<file path="src/rtl/scan_pkg.sv">
// Shared types for the serial test port: controller state encoding and
// its next-state function. Assumes nothing beyond a two-valued mode bit.
package scan_pkg;

    typedef enum logic [3:0] {
        ST_RESET, ST_IDLE,
        ST_DSEL, ST_DCAP, ST_DSHF, ST_DEX1, ST_DPAU, ST_DEX2, ST_DUPD,
        ST_ISEL, ST_ICAP, ST_ISHF, ST_IEX1, ST_IPAU, ST_IEX2, ST_IUPD
    } tap_state_e;

    // Next state of the 16-state controller for a given mode bit.
    function automatic tap_state_e next_state(input tap_state_e s, input logic m);
        tap_state_e n;
        case (s)
            ST_RESET: n = m ? ST_RESET : ST_IDLE;
            ST_IDLE:  n = m ? ST_DSEL  : ST_IDLE;
            ST_DSEL:  n = m ? ST_ISEL  : ST_DCAP;
            ST_DCAP:  n = m ? ST_DEX1  : ST_DSHF;
            ST_DSHF:  n = m ? ST_DEX1  : ST_DSHF;
            ST_DEX1:  n = m ? ST_DUPD  : ST_DPAU;
            ST_DPAU:  n = m ? ST_DEX2  : ST_DPAU;
            ST_DEX2:  n = m ? ST_DUPD  : ST_DSHF;
            ST_DUPD:  n = m ? ST_DSEL  : ST_IDLE;
            ST_ISEL:  n = m ? ST_RESET : ST_ICAP;
            ST_ICAP:  n = m ? ST_IEX1  : ST_ISHF;
            ST_ISHF:  n = m ? ST_IEX1  : ST_ISHF;
            ST_IEX1:  n = m ? ST_IUPD  : ST_IPAU;
            ST_IPAU:  n = m ? ST_IEX2  : ST_IPAU;
            ST_IEX2:  n = m ? ST_IUPD  : ST_ISHF;
            default:  n = m ? ST_DSEL  : ST_IDLE;
        endcase
        return n;
    endfunction

endpackage

</file>
<file path="src/rtl/scan_fsm.sv">
// 16-state test controller. Advances on the rising clock edge from the
// mode bit only; asynchronous active-low reset enters ST_RESET at once.
// Emits one-hot style strobes decoded from the current state.
module scan_fsm
    import scan_pkg::*;
(
    input  logic       clk,
    input  logic       rst_n,
    input  logic       mode_sel,
    output tap_state_e state,
    output logic       in_reset,
    output logic       cap_dr,
    output logic       shf_dr,
    output logic       upd_dr,
    output logic       cap_ir,
    output logic       shf_ir,
    output logic       upd_ir
);

    // State register, stepped by the mode bit.
    always_ff @(posedge clk or negedge rst_n) begin
        if (!rst_n) state <= ST_RESET;
        else        state <= next_state(state, mode_sel);
    end

    // Decode of the states that act on the registers.
    always_comb begin
        in_reset = (state == ST_RESET);
        cap_dr   = (state == ST_DCAP);
        shf_dr   = (state == ST_DSHF);
        upd_dr   = (state == ST_DUPD);
        cap_ir   = (state == ST_ICAP);
        shf_ir   = (state == ST_ISHF);
        upd_ir   = (state == ST_IUPD);
    end

endmodule

</file>
<file path="src/rtl/scan_ir.sv">
// Instruction register: a shift stage on the rising edge and an active
// stage loaded on the falling edge of the update state. Reset, either
// asynchronous or the controller reset state, selects all ones.
// Assumes IR_W >= 2.
module scan_ir #(
    parameter int IR_W = 2
) (
    input  logic            clk,
    input  logic            rst_n,
    input  logic            cap_en,
    input  logic            shf_en,
    input  logic            upd_en,
    input  logic            in_reset,
    input  logic            ser_in,
    output logic            ir_lsb,
    output logic [IR_W-1:0] active
);

    localparam logic [IR_W-1:0] CAPT_PAT = IR_W'(1);

    logic [IR_W-1:0] shreg;

    // Shift stage: fixed pattern on capture, serial shift toward bit 0.
    always_ff @(posedge clk or negedge rst_n) begin
        if (!rst_n)      shreg <= CAPT_PAT;
        else if (cap_en) shreg <= CAPT_PAT;
        else if (shf_en) shreg <= {ser_in, shreg[IR_W-1:1]};
    end

    // Active stage: loads the shifted code, forced to bypass in reset.
    always_ff @(negedge clk or negedge rst_n) begin
        if (!rst_n)        active <= '1;
        else if (in_reset) active <= '1;
        else if (upd_en)   active <= shreg;
    end

    assign ir_lsb = shreg[0];

endmodule

</file>
<file path="src/rtl/scan_cell.sv">
// One boundary cell: a capture/shift flop on the rising edge and an
// update latch on the falling edge. The output is the functional input
// in functional mode and the update latch in test mode.
module scan_cell (
    input  logic clk,
    input  logic rst_n,
    input  logic cap_en,
    input  logic shf_en,
    input  logic upd_en,
    input  logic test_mode,
    input  logic func_in,
    input  logic scan_in,
    output logic cap_q,
    output logic upd_q,
    output logic func_out
);

    // Capture/shift flop: functional input on capture, neighbour on shift.
    always_ff @(posedge clk or negedge rst_n) begin
        if (!rst_n)      cap_q <= 1'b0;
        else if (cap_en) cap_q <= func_in;
        else if (shf_en) cap_q <= scan_in;
    end

    // Update latch: copies the capture flop in the update state.
    always_ff @(negedge clk or negedge rst_n) begin
        if (!rst_n)      upd_q <= 1'b0;
        else if (upd_en) upd_q <= cap_q;
    end

    // Output mux between pass-through and test data.
    assign func_out = test_mode ? upd_q : func_in;

endmodule

</file>
<file path="src/rtl/scan_chain.sv">
// Serial chain of NCELLS boundary cells. Serial input enters the top cell;
// cell 0 is nearest the serial output. All cells share the strobes.
module scan_chain #(
    parameter int NCELLS = 4
) (
    input  logic              clk,
    input  logic              rst_n,
    input  logic              cap_en,
    input  logic              shf_en,
    input  logic              upd_en,
    input  logic              test_mode,
    input  logic              ser_in,
    input  logic [NCELLS-1:0] pin_in,
    output logic [NCELLS-1:0] cap_vec,
    output logic [NCELLS-1:0] upd_vec,
    output logic [NCELLS-1:0] pin_out,
    output logic              chain_lsb
);

    logic [NCELLS-1:0] scan_src;

    // Each cell shifts from its upper neighbour; the top one from ser_in.
    if (NCELLS > 1) begin : g_multi
        assign scan_src = {ser_in, cap_vec[NCELLS-1:1]};
    end else begin : g_single
        assign scan_src = ser_in;
    end

    for (genvar k = 0; k < NCELLS; k++) begin : g_cell
        scan_cell u_cell (
            .clk      (clk),
            .rst_n    (rst_n),
            .cap_en   (cap_en),
            .shf_en   (shf_en),
            .upd_en   (upd_en),
            .test_mode(test_mode),
            .func_in  (pin_in[k]),
            .scan_in  (scan_src[k]),
            .cap_q    (cap_vec[k]),
            .upd_q    (upd_vec[k]),
            .func_out (pin_out[k])
        );
    end

    assign chain_lsb = cap_vec[0];

endmodule

</file>
<file path="src/rtl/scan_port_top.sv">
// Serial test port top: controller, instruction register, bypass stage,
// boundary chain and the falling-edge serial output stage.
// Codes: 0 drive, 1 observe, any other code bypass (reset gives all ones).
module scan_port_top
    import scan_pkg::*;
#(
    parameter int NCELLS = 4,
    parameter int IR_W   = 2
) (
    input  logic              test_clk,
    input  logic              test_rst_n,
    input  logic              mode_sel,
    input  logic              ser_in,
    input  logic [NCELLS-1:0] pin_in,
    output logic              ser_out,
    output logic              ser_oe,
    output logic [NCELLS-1:0] pin_out
);

    localparam logic [IR_W-1:0] CODE_DRIVE   = '0;
    localparam logic [IR_W-1:0] CODE_OBSERVE = IR_W'(1);

    tap_state_e        st;
    logic              in_reset, cap_dr, shf_dr, upd_dr, cap_ir, shf_ir, upd_ir;
    logic              ir_lsb;
    logic [IR_W-1:0]   ir_active;
    logic              bnd_sel, test_mode;
    logic              byp_q;
    logic [NCELLS-1:0] cap_vec, upd_vec;
    logic              chain_lsb;
    logic              out_src;

    scan_fsm u_fsm (
        .clk     (test_clk),
        .rst_n   (test_rst_n),
        .mode_sel(mode_sel),
        .state   (st),
        .in_reset(in_reset),
        .cap_dr  (cap_dr),
        .shf_dr  (shf_dr),
        .upd_dr  (upd_dr),
        .cap_ir  (cap_ir),
        .shf_ir  (shf_ir),
        .upd_ir  (upd_ir)
    );

    scan_ir #(.IR_W(IR_W)) u_ir (
        .clk     (test_clk),
        .rst_n   (test_rst_n),
        .cap_en  (cap_ir),
        .shf_en  (shf_ir),
        .upd_en  (upd_ir),
        .in_reset(in_reset),
        .ser_in  (ser_in),
        .ir_lsb  (ir_lsb),
        .active  (ir_active)
    );

    // Instruction decode: which data path, and whether pins are driven.
    always_comb begin
        test_mode = (ir_active == CODE_DRIVE);
        bnd_sel   = test_mode || (ir_active == CODE_OBSERVE);
    end

    // One-bit bypass stage: zero on capture, serial input on shift.
    always_ff @(posedge test_clk or negedge test_rst_n) begin
        if (!test_rst_n)           byp_q <= 1'b0;
        else if (cap_dr && !bnd_sel) byp_q <= 1'b0;
        else if (shf_dr && !bnd_sel) byp_q <= ser_in;
    end

    scan_chain #(.NCELLS(NCELLS)) u_chain (
        .clk      (test_clk),
        .rst_n    (test_rst_n),
        .cap_en   (cap_dr && bnd_sel),
        .shf_en   (shf_dr && bnd_sel),
        .upd_en   (upd_dr && bnd_sel),
        .test_mode(test_mode),
        .ser_in   (ser_in),
        .pin_in   (pin_in),
        .cap_vec  (cap_vec),
        .upd_vec  (upd_vec),
        .pin_out  (pin_out),
        .chain_lsb(chain_lsb)
    );

    // Serial output source for the current shift state.
    always_comb begin
        if (shf_ir)       out_src = ir_lsb;
        else if (bnd_sel) out_src = chain_lsb;
        else              out_src = byp_q;
    end

    // Falling-edge output stage: drive only while shifting.
    always_ff @(negedge test_clk or negedge test_rst_n) begin
        if (!test_rst_n) begin
            ser_out <= 1'b0;
            ser_oe  <= 1'b0;
        end else if (shf_dr || shf_ir) begin
            ser_out <= out_src;
            ser_oe  <= 1'b1;
        end else begin
            ser_out <= 1'b0;
            ser_oe  <= 1'b0;
        end
    end

endmodule

</file>
<file path="config.mk">
export PLATFORM = sky130hd
export DESIGN_NAME = scan_port_top
export DESIGN_NICKNAME = d
export VERILOG_FILES = /design/src/rtl/scan_pkg.sv /design/src/rtl/scan_fsm.sv /design/src/rtl/scan_ir.sv /design/src/rtl/scan_cell.sv /design/src/rtl/scan_chain.sv /design/src/rtl/scan_port_top.sv
export SDC_FILE = /design/constraint.sdc
export NUM_CORES = 1
export LEC_CHECK = 0
export ABC_AREA = 1
export CAP_MARGIN = 20
export CORE_MARGIN = 3
export CORE_UTILIZATION = 55
export CTS_BUF_LIST = sky130_fd_sc_hd__clkbuf_8
export DETAILED_ROUTE_END_ITERATION = 7
export DONT_BUFFER_PORTS = 1
export PLACE_DENSITY_LB_ADDON = 0.05
export SYNTH_ARGS = -nofsm -noshare
export SYNTH_HDL_FRONTEND = slang
export SYNTH_SLANG_ARGS = --single-unit
</file>
<file path="constraint.sdc">
create_clock -name test_clk -period 2.48 [get_ports test_clk]
set_input_delay 0.496 -clock test_clk [delete_from_list [all_inputs] [get_ports test_clk]]
set_output_delay 0.496 -clock test_clk [all_outputs]
set_load 0.005 [all_outputs]
</file>
### Yosys cells after proc, flatten, opt, wreduce, memory -nomap -nowiden

Index checks and enable logic that the tools add are counted.

* register bits after elaboration: 19
* output and inout bits: 6

* eq/ne operators: 15
* muxes and demuxes: 35
* reduce and logical (&&, ||, !) cells: 16

Operators with widths (count)
* one-hot mux 4 bit (11 select lines): 1
* == test 4 bit, second input constant: 8
* 2-to-1 mux 1 bit: 21
* == test 4 x 3 -> 1 bit, second input constant: 4
* 2-to-1 mux 4 bit: 4
* 2-to-1 mux 2 bit: 7
* == test 4 x 2 -> 1 bit, second input constant: 2
* nonzero test 2 bit: 4
* 2-to-1 mux 3 bit: 2
* logical AND 1 bit: 5
* zero test 4 bit: 1
* OR reduction 2 bit: 2
* == test 2 x 1 -> 1 bit, second input constant: 1
* zero test 2 bit: 1
* logical OR 1 bit: 2
* zero test 1 bit: 1

### Logic depth before layout (Yosys ltp)

* depth in word-level cells: 6
* depth in mapped cells: 9

### Hierarchy

Synthesis repeated with hierarchy kept, for this count alone.

* cells, all modules: 184
* area total of the unflattened synthesis: 1181.1 um^2

By module, submodules not included
* scan_cell: times used 4, cells an instance 16, area each 106.4 um^2, sequential area each 50.0 um^2
* scan_fsm: times used 1, cells an instance 72, area each 400.4 um^2, sequential area each 100.1 um^2
* scan_ir: times used 1, cells an instance 22, area each 176.4 um^2, sequential area each 103.8 um^2
* scan_port_top: times used 1, cells an instance 25, area each 171.4 um^2, sequential area each 75.1 um^2
* scan_chain: times used 1, cells an instance 1, area each 7.5 um^2, sequential area each 0.0 um^2

==> run metrics <==
Worst setup SP type flop; Max Slew Vio Count 0; pin count of the biggest net entering global routing 12; Ant. Diodes 0; area of all placed cells without fillers around 1200 um^2; die area approximately 2600 um^2; Peak VDD IR around 620 uV; initial cell density of the core roughly 60%; Syn. warnings 0; Synth Area in Compound Gates ~11%; Setup TNS Final -1.80 ns; largest family of logic cells by synthesized area simple AND/OR/NAND/NOR gates; max cap viols 0; share of layout cells above drive strength 1 21.7%; Core Rows 15; R2R cell count 4; Least-Margin Pin Slew ~0.48 ns; post-synthesis adder-cell area fraction 0%; CTS Buffer Depth 2; fraction of synthesized area in multiplexers 4.09%; top cell type by total area after synthesis dfrtp_1; Layout Utilization 68.1%; Max-Slew Margin vs Limit between 60% and 70%; RD Place Congestion a little under 1; Ports 14; Buffers on Ports 0; average cell area after synthesis 7.39 um^2; Mapped Area between 1000 and 1500 um^2; total CTS buffers 3; critical path type flop to output port; vias in the first global route 939; Placed Area roughly 1200 um^2; CP arrival between 2 and 2.5 ns; Fill cells around 170; post-route ant nets 0; # nets final between 150 and 200; DRC 0; Netlist cell types 21; RSZ-0062 raised after global routing yes; setup ws final -0.451 ns; TritonRoute pass-1 iters 4; core area about 1800 um^2; crit-path max FO 4; clk slew on worst S/H paths about 0.07 ns; overflow left after global routing 0; Synth Register Bits 19; net count after synthesis 157; Post-Syn Instances between 100 and 150; synthesis-to-finish area growth 11.5%; vias post-DR between 900 and 1000; # setup viols final 4; Die Wd around 51 um; H-tree levels 1; Tot Pwr around 1.3 mW; routed wire length roughly 2.2 mm; R2R setup slack 0.05 ns; antenna violations before repair 0; post-synth top area share 22.7%; pre-CTS setup slack -0.129 ns; total track usage about a fifth; TritonCTS clock tree yes; top post-synthesis cells by area dfrtp_1, nand2_1, dfrtn_1; Post-Synth Simple-Gate Area between 30% and 40%; first-pass GRT wire length between 4 and 5 mm; chip height slightly above 50 um; power density of the placed cells around 1100 nW/um^2; DR vias/cell 5.14; crit end category output port; WP data required roughly 2.0 ns; CTS Root Cell clkbuf_8; failing checks negative setup slack; clock sinks 19; wire per inst approximately 12 um; Post-Synth XOR/XNOR Area 0%; Hold Path Class primary input to asynchronous set/reset pin; DRT iter0 DRCs 26; Final Hold Fails 0; outcome complete, but fails checks; RR Endpoint byp_q$_DFFE_PN0P_; r2r startpoint u_ir.active[1]$_DFFE_NN1P_; skew final 0.0676 ns; Final HPWL DP between 1.5 and 2 mm; sequential fraction of the synthesis area 43.5%; Clock Latency Late Sink roughly 0.32 ns; leakage power total about 0.64 nW
timing repair:
item | 4_1_cts | 5_1_grt
setup buffers | 1 | 0
hold buffers | 1 | 0
gates resized for setup | 2 | 6
hold endpoints to repair | 10 | 0
setup endpoints to repair | 4 | 14
pin swaps | 1 | 0
sequential cells by signal, indices dropped and copies added (netlist names):
register / cells
u_ir.active: 2
byp_q: 1
u_chain.g_cell.u_cell.upd_q: 4
ser_out: 1
u_chain.g_cell.u_cell.cap_q: 4
ser_oe: 1
u_fsm.state: 4
u_ir.shreg: 2
layout make-up:
| cell class | count | area, um^2 | area share [%] |
|---|---|---|---|
| flip-flops and latches | 19 | 479 | 39.0 |
| multi-input cells | 107 | 537 | 43.7 |
| well taps | 25 | 31.3 | 2.55 |
| inverters | 17 | 63.8 | 5.20 |
| clock inverters | 3 | 12.5 | 1.02 |
| clock buffers | 3 | 41.3 | 3.36 |
| repair buffers | 8 | 62.6 | 5.10 |
critical path, stage by stage (launching register included):
cell,delay (ns)
dfstp_2,0.37
nor2_4,0.15
mux2_2,0.36
synth_stat cells, drive strengths merged:
cell	n
a21oi	5
buf	5
dfrtn	6
dfrtp	10
dfstp	3
inv	18
mux2	4
nand2	54
nand3	9
nand4	1
nor2	16
o211ai	1
o21ai	16
o21bai	1
stage by stage:
step	hold WS, ns	instances
global placement	0.201	176
floorplan	0.200	149
finish	0.0739	182
global route	0.0662	182
CTS	0.0725	183
detailed placement	0.201	176
placed cells by master (no fill, tap or decap):
cell           netlist  routed
clkinv_2             0       1
a21oi_1              5       5
inv_2                4       4
nand3_1              9       8
nor2_1              12       9
nand2_4              2       2
o21bai_1             1       1
nand2_1             50      50
buf_4                4       7
dfrtn_1              6       6
inv_1               14      15
nor2_2               2       4
nand2_2              2       2
o21ai_1              1       5
dfstp_2              3       3
clkbuf_8             0       3
o21ai_0             15      11
nand3_2              0       1
dfrtp_1             10      10
dlygate4sd3_1        0       1
nor2_4               2       3
nand4_1              1       1
mux2_2               4       4
o211ai_1             1       1
power breakdown:
part | internal (mW) | switching (mW)
registers | 0.450 | 0.0831
logic | 0.224 | 0.348
clock network | 0.116 | 0.110
layer usage:
| metal | part of all wire [%] | vias up | global-route usage (%) |
|---|---|---|---|
| li1 | - | 484 | - |
| met3 | 5.2 | 4 | 4.45 |
| met5 | 0 | - | 0 |
| met2 | 45 | 29 | 34.8 |
| met1 | 48 | 418 | 27.1 |
| met4 | 1.0 | 0 | 5.83 |
cells by family after synthesis:
kind of cell | Yosys count
compound gates | 23
flops | 19
simple gates | 80
buf+inv | 23
mux | 4
worst max path at each step:
| stage | start | end | slack [ns] | cells after the start |
|---|---|---|---|---|
| finish | u_ir.active[0]$_DFFE_NN1P_ | pin_out[2] | -0.45 | 2 |
| detailed placement | u_ir.active[0]$_DFFE_NN1P_ | pin_out[2] | -0.13 | 2 |
| global placement | u_ir.active[0]$_DFFE_NN1P_ | pin_out[2] | -0.12 | 2 |
| global route | u_ir.active[0]$_DFFE_NN1P_ | pin_out[0] | -0.50 | 2 |
| floorplan | u_ir.active[1]$_DFFE_NN1P_ | pin_out[0] | -0.30 | 3 |
| CTS | u_ir.active[0]$_DFFE_NN1P_ | pin_out[2] | -0.46 | 2 |
Power figures use the tool's default switching activity.
